### config.mk
export PLATFORM = sky130hd
export DESIGN_NAME = sq_arb
export DESIGN_NICKNAME = d
export VERILOG_FILES = /design/src/rtl/sq_arb_pkg.sv /design/src/rtl/sq_arb_pick.sv /design/src/rtl/sq_arb_evt_cnt.sv /design/src/rtl/sq_arb.sv
export SDC_FILE = /design/constraint.sdc
export NUM_CORES = 1
export LEC_CHECK = 0
export CAP_MARGIN = 0
export CORE_AREA = 2 2 232 234
export DETAILED_ROUTE_END_ITERATION = 8
export DIE_AREA = 0 0 234 236
export DONT_BUFFER_PORTS = 1
export PLACE_DENSITY_LB_ADDON = 0.08
export SLEW_MARGIN = 10
export SYNTH_ARGS = -nofsm -noshare
export SYNTH_HDL_FRONTEND = slang
export SYNTH_SLANG_ARGS = --single-unit
### constraint.sdc
create_clock -name clk_i -period 1.9 [get_ports clk_i]
set_input_delay 0.57 -clock clk_i [delete_from_list [all_inputs] [get_ports clk_i]]
set_output_delay 0.57 -clock clk_i [all_outputs]
set_load 0.02 [all_outputs]
### src/rtl/sq_arb_pkg.sv
package sq_arb_pkg;
  typedef enum logic [1:0] {
    SRC_NONE = 2'd0,
    SRC_BR   = 2'd1,
    SRC_VIOL = 2'd2
  } sq_src_e;
endpackage

### src/rtl/sq_arb_pick.sv
module sq_arb_pick
  import sq_arb_pkg::*;
#(
  parameter int unsigned SEQ_W = 8,
  parameter int unsigned PC_W  = 32
) (
  input  logic             br_valid_i,
  input  logic [SEQ_W-1:0] br_seq_i,
  input  logic [PC_W-1:0]  br_tgt_i,
  input  logic             vl_valid_i,
  input  logic [SEQ_W-1:0] vl_seq_i,
  input  logic [PC_W-1:0]  vl_pc_i,
  output sq_src_e          src_o,
  output logic [SEQ_W-1:0] seq_o,
  output logic [PC_W-1:0]  pc_o
);
  // fold order: branch, then violation; <= lets violation take a tie
  always_comb begin
    src_o = SRC_NONE;
    seq_o = '0;
    pc_o  = '0;
    if (br_valid_i) begin
      src_o = SRC_BR;
      seq_o = br_seq_i;
      pc_o  = br_tgt_i;
    end
    if (vl_valid_i && (src_o == SRC_NONE || vl_seq_i <= seq_o)) begin
      src_o = SRC_VIOL;
      seq_o = vl_seq_i;
      pc_o  = vl_pc_i;
    end
  end
endmodule

### src/rtl/sq_arb_evt_cnt.sv
module sq_arb_evt_cnt #(
  parameter int unsigned CNT_W = 16
) (
  input  logic             clk_i,
  input  logic             rst_ni,
  input  logic             inc_i,
  output logic [CNT_W-1:0] cnt_o
);
  always_ff @(posedge clk_i or negedge rst_ni) begin
    if (!rst_ni)    cnt_o <= '0;
    else if (inc_i) cnt_o <= cnt_o + 1'b1;
  end
endmodule

### src/rtl/sq_arb.sv
module sq_arb
  import sq_arb_pkg::*;
#(
  parameter int unsigned NUM_THR = 4,
  parameter int unsigned SEQ_W   = 8,
  parameter int unsigned PC_W    = 32,
  parameter int unsigned CNT_W   = 16
) (
  input  logic                           clk_i,
  input  logic                           rst_ni,
  input  logic [NUM_THR-1:0]             br_valid_i,
  input  logic [NUM_THR-1:0][SEQ_W-1:0]  br_seq_i,
  input  logic [NUM_THR-1:0][PC_W-1:0]   br_tgt_i,
  input  logic [NUM_THR-1:0]             vl_valid_i,
  input  logic [NUM_THR-1:0][SEQ_W-1:0]  vl_seq_i,
  input  logic [NUM_THR-1:0][PC_W-1:0]   vl_pc_i,
  input  logic [NUM_THR-1:0][SEQ_W-1:0]  vl_det_seq_i,
  output logic [NUM_THR-1:0]             sq_valid_o,
  output logic [NUM_THR-1:0][SEQ_W-1:0]  sq_seq_o,
  output logic [NUM_THR-1:0][PC_W-1:0]   sq_pc_o,
  output logic [NUM_THR-1:0]             sq_incl_o,
  output logic [NUM_THR-1:0]             sq_mispred_o,
  output logic [NUM_THR-1:0][CNT_W-1:0]  viol_cnt_o
);
  for (genvar t = 0; t < NUM_THR; t++) begin : g_thr
    sq_src_e          src;
    logic [SEQ_W-1:0] seq;
    logic [PC_W-1:0]  pc;

    sq_arb_pick #(.SEQ_W(SEQ_W), .PC_W(PC_W)) pick_i (
      .br_valid_i (br_valid_i[t]),
      .br_seq_i   (br_seq_i[t]),
      .br_tgt_i   (br_tgt_i[t]),
      .vl_valid_i (vl_valid_i[t]),
      .vl_seq_i   (vl_seq_i[t]),
      .vl_pc_i    (vl_pc_i[t]),
      .src_o      (src),
      .seq_o      (seq),
      .pc_o       (pc)
    );

    // command is rebuilt every cycle; idle cycles clear it
    always_ff @(posedge clk_i or negedge rst_ni) begin
      if (!rst_ni) begin
        sq_valid_o[t]   <= 1'b0;
        sq_seq_o[t]     <= '0;
        sq_pc_o[t]      <= '0;
        sq_incl_o[t]    <= 1'b0;
        sq_mispred_o[t] <= 1'b0;
      end else begin
        sq_valid_o[t]   <= src != SRC_NONE;
        sq_seq_o[t]     <= seq;
        sq_pc_o[t]      <= pc;
        sq_incl_o[t]    <= src == SRC_VIOL;
        sq_mispred_o[t] <= src == SRC_BR;
      end
    end

    sq_arb_evt_cnt #(.CNT_W(CNT_W)) cnt_i (
      .clk_i  (clk_i),
      .rst_ni (rst_ni),
      .inc_i  (vl_valid_i[t]),
      .cnt_o  (viol_cnt_o[t])
    );

    p_idle_clear_r2: assert property (@(posedge clk_i) disable iff (!rst_ni)
      !(br_valid_i[t] || vl_valid_i[t]) |=> !sq_valid_o[t]);

    p_br_only_r3: assert property (@(posedge clk_i) disable iff (!rst_ni)
      (br_valid_i[t] && !vl_valid_i[t]) |=>
        (sq_valid_o[t] && sq_mispred_o[t] && !sq_incl_o[t]
         && sq_pc_o[t] == $past(br_tgt_i[t]) && sq_seq_o[t] == $past(br_seq_i[t])));

    p_viol_win_r4: assert property (@(posedge clk_i) disable iff (!rst_ni)
      (vl_valid_i[t] && (!br_valid_i[t] || vl_seq_i[t] <= br_seq_i[t])) |=>
        (sq_valid_o[t] && sq_incl_o[t] && !sq_mispred_o[t]
         && sq_pc_o[t] == $past(vl_pc_i[t]) && sq_seq_o[t] == $past(vl_seq_i[t])));

    p_tie_viol_r6: assert property (@(posedge clk_i) disable iff (!rst_ni)
      (br_valid_i[t] && vl_valid_i[t] && br_seq_i[t] == vl_seq_i[t]) |=>
        (sq_incl_o[t] && sq_pc_o[t] == $past(vl_pc_i[t])));

    p_br_older_r7: assert property (@(posedge clk_i) disable iff (!rst_ni)
      (br_valid_i[t] && vl_valid_i[t] && br_seq_i[t] < vl_seq_i[t]) |=>
        (sq_mispred_o[t] && !sq_incl_o[t] && sq_seq_o[t] == $past(br_seq_i[t])));

    p_det_distinct_r8: assert property (@(posedge clk_i) disable iff (!rst_ni)
      vl_valid_i[t] |-> vl_det_seq_i[t] != vl_seq_i[t]);

    p_cnt_step_r9: assert property (@(posedge clk_i) disable iff (!rst_ni)
      1'b1 |=> viol_cnt_o[t] == CNT_W'($past(viol_cnt_o[t]) + $past(vl_valid_i[t])));

    p_flags_excl_r4: assert property (@(posedge clk_i) disable iff (!rst_ni)
      !(sq_incl_o[t] && sq_mispred_o[t]));
  end
endmodule

==> metrics.md <==
| Metric | Value |
|---|---|
| Status | `finished, violations left` |
| Failing checks | `hold timing` |
| TritonCTS Buffers | `34` |
| Leakage power | `7.38 nW` |
| Max FO, Critical Path | `5` |
| Die Y | `236 um` |
| Slew Limit Fails | `0` |
| Period utilization | `91.9%` |
| Total gr overflow | `0` |
| Vias | `13.4k` |
| RSZ-0062 raised after global routing | `no` |
| Post-route DRC | `0` |
| Sink Count | `236` |
| Sequential share of the synthesized area | `40.8%` |
| DRT antenna net count | `0` |
| Detailed-route wire length per cell | `24.0 um` |
| Synth area leaders | `dfrtp_1 41%, nand2_1 13%, a41oi_1 9.7%` |
| Vias in the first global route | `13.2k` |
| Finish-stage setup viols | `0` |
| Clock Skew | `0.00445 ns` |
| Post-synth top area share | `40.8%` |
| Num rows | `85` |
| Max Root-Sink Buffers | `3` |
| Core area | `53100 sq um` |
| Power Dens Cells | `908 nW/um^2` |
| Biggest area consumer among synthesized cells | `dfrtp_1` |
| CTS tree | `built` |
| Buffers on Ports | `0` |
| Root buffer cell | `clkbuf_16` |
| HPWL Detailed | `38400 um` |
| Worst EP required | `1.33 ns` |
| Setup TNS Final | `0 ns` |
| Cts repair resizes | `0` |
| Placed cells | `2289` |
| Area grow syn2layout | `30.5%` |
| Reg clk slew, reported paths | `0.06 ns` |
| I/O pins | `598` |
| Largest net degree at the start of global routing | `237` |
| Syn Inst Count | `1660` |
| WHS | `-0.268 ns` |
| Syn Nets | `2058` |
| Syn avg cell area | `8.72 sq um` |
| Slack of the worst reg-to-reg path | `0.39 ns` |
| Initial antenna violation count | `1` |
| Share of cells above drive strength 1 | `29.4%` |
| Initial cell density of the core | `27.3%` |
| Htree depth | `2` |
| Worst setup EP type | `output port` |
| Die X | `234 um` |
| Via density | `5.71` |
| Synthesis-stage register bit count | `236` |
| Global-route wire length before repair | `84500 um` |
| Design Area, Final | `18900 sq um` |
| Total GRT Usage | `19.5%` |
| Least-Margin Pin Slew | `0.494 ns` |
| Synth warnings | `0` |
| Slew Limit Headroom | `67.1%` |
| Die area | `55200 sq um` |
| Max Clk Rate | `0.573 GHz` |
| Area after DPL | `17800 sq um` |
| Fin. Hold Viols | `236` |
| Number of setup buffers added after CTS | `0` |
| CP arrival | `1.18 ns` |
| Post-Layout Cell Count | `2347` |
| Minimum clock period | `1.75 ns` |
| Crit Path Class | `register to output port` |
| Worst Setup Start Kind | `register` |
| Antenna cells | `0` |
| Post-Syn Area | `14500 sq um` |
| Tightest Hold Check Type | `input pin to async pin` |
| Final core utilization | `35.6%` |
| Yosys cell types | `41` |
| Post-Route WL | `56300 um` |
| Clk Latency, worst-skew pair | `0.53 ns` |
| GPL Wtd Cong | `0.838` |
| Peak supply drop | `518 uV` |
| MaxCap Viol Count | `0` |
| DR iter-0 viols | `877` |
| Final net count | `2027` |
| Pre-antenna DRT Iters | `5` |
final timing paths:
path,end,startpoint,cells past startpoint
setup / recovery,viol_cnt_o[38],g_thr[2].cnt_i.cnt_o[6]$_DFFE_PN0P_,0
hold / removal,sq_pc_o[23]$_DFF_PN0_,rst_ni,0
setup reg to reg,g_thr[0].cnt_i.cnt_o[14]$_DFFE_PN0P_,g_thr[0].cnt_i.cnt_o[0]$_DFFE_PN0P_,6
hold reg to reg,g_thr[1].cnt_i.cnt_o[0]$_DFFE_PN0P_,g_thr[1].cnt_i.cnt_o[0]$_DFFE_PN0P_,1
max in group asynchronous,sq_pc_o[123]$_DFF_PN0_,rst_ni,0
min in group clk_i,sq_valid_o[2]$_DFF_PN0_,vl_valid_i[2],1
flip-flops by register name (all words and copies together), names as in the netlist:
name               count
sq_mispred_o           4
sq_pc_o              128
g_thr.cnt_i.cnt_o     64
sq_valid_o             4
sq_seq_o              32
sq_incl_o              4
layout make-up:
type	count	area, sq um
repair buffers	125	1440
fillers	5284	34200
multi-input cells	1222	9550
well taps	696	871
clock buffers	52	1030
inverters	10	37.5
clock inverters	6	62.6
flip-flops and latches	236	5910
synthesized netlist by cell type:
master	n
buf_2	45
mux2_2	4
xnor2_1	37
nand2_1	509
o21a_1	8
nor3_1	2
nand4_4	1
nand2b_1	1
nor3_2	1
clkbuf_1	98
o22ai_1	160
nor2b_1	4
nand3_1	16
and2_1	4
or2_2	4
nand4_1	22
o2111ai_1	156
ha_1	36
o21ai_1	6
nor2_2	3
and3_4	1
o211ai_1	6
buf_1	13
a21oi_2	2
o211ai_2	2
inv_1	10
dfrtp_1	236
or3_1	1
buf_6	23
a21boi_0	4
xor2_1	23
buf_4	13
o21ai_0	2
or2_1	1
a41oi_1	160
a21o_1	4
and3_1	8
nor2_1	18
or3_4	1
a21oi_1	14
nand3_2	1
where the power goes:
| part | internal (mW) | switching [mW] | total (mW) |
|---|---|---|---|
| sequential | 5.75 | 1.10 | 6.85 |
| combinational | 1.74 | 2.30 | 4.04 |
| clock | 3.85 | 2.43 | 6.28 |
| total | 11.3 | 5.82 | 17.2 |
metal layers:
layer	GRT usage, %	routed length [um]
met5	0	0
met2	32.2	27200
met1	23.0	21700
met3	8.01	5810
met4	5.58	1550
per-stage QoR:
stage	power [mW]	setup slack, ns
after floorplan	9.67	-0.172
after global placement	11.0	-0.251
after detailed placement	11.0	-0.229
after CTS	17.5	0.0880
after global routing	18.1	0.106
final	17.2	0.155
cells by family after synthesis:
family	count (synthesis)	synth area share [%]
flip-flops	236	40.8
buffers and inverters	202	7.15
XOR/XNOR	60	3.63
AND/OR/NAND/NOR	598	16.8
multiplexers	4	0.311
AO/OA/AOI/OAI	524	28.2
adder cells (fa/ha/maj)	36	3.11
placed cells by master (no fill, tap or decap), types with 3 or more instances in the layout:
cell / n
nor2_1: 18
and2_1: 4
clkbuf_8: 9
clkinv_2: 3
o21a_2: 6
nor2b_1: 3
clkbuf_16: 35
inv_1: 7
clkbuf_1: 8
nand2_1: 499
nand3_1: 16
xor2_1: 23
buf_4: 85
ha_4: 10
a21oi_1: 11
nand2_4: 6
buf_12: 40
mux2_2: 4
o22ai_2: 84
a21o_2: 4
o2111ai_1: 156
ha_1: 26
a21oi_4: 4
a41oi_2: 159
xnor2_1: 37
dfrtp_1: 236
o22ai_1: 76
inv_2: 3
o211ai_1: 6
nand4_1: 22
and3_1: 8
a21boi_1: 4
o21ai_2: 7
nor2_2: 3
nand2_2: 4
or2_2: 4
(Power assumes the default switching activity.)
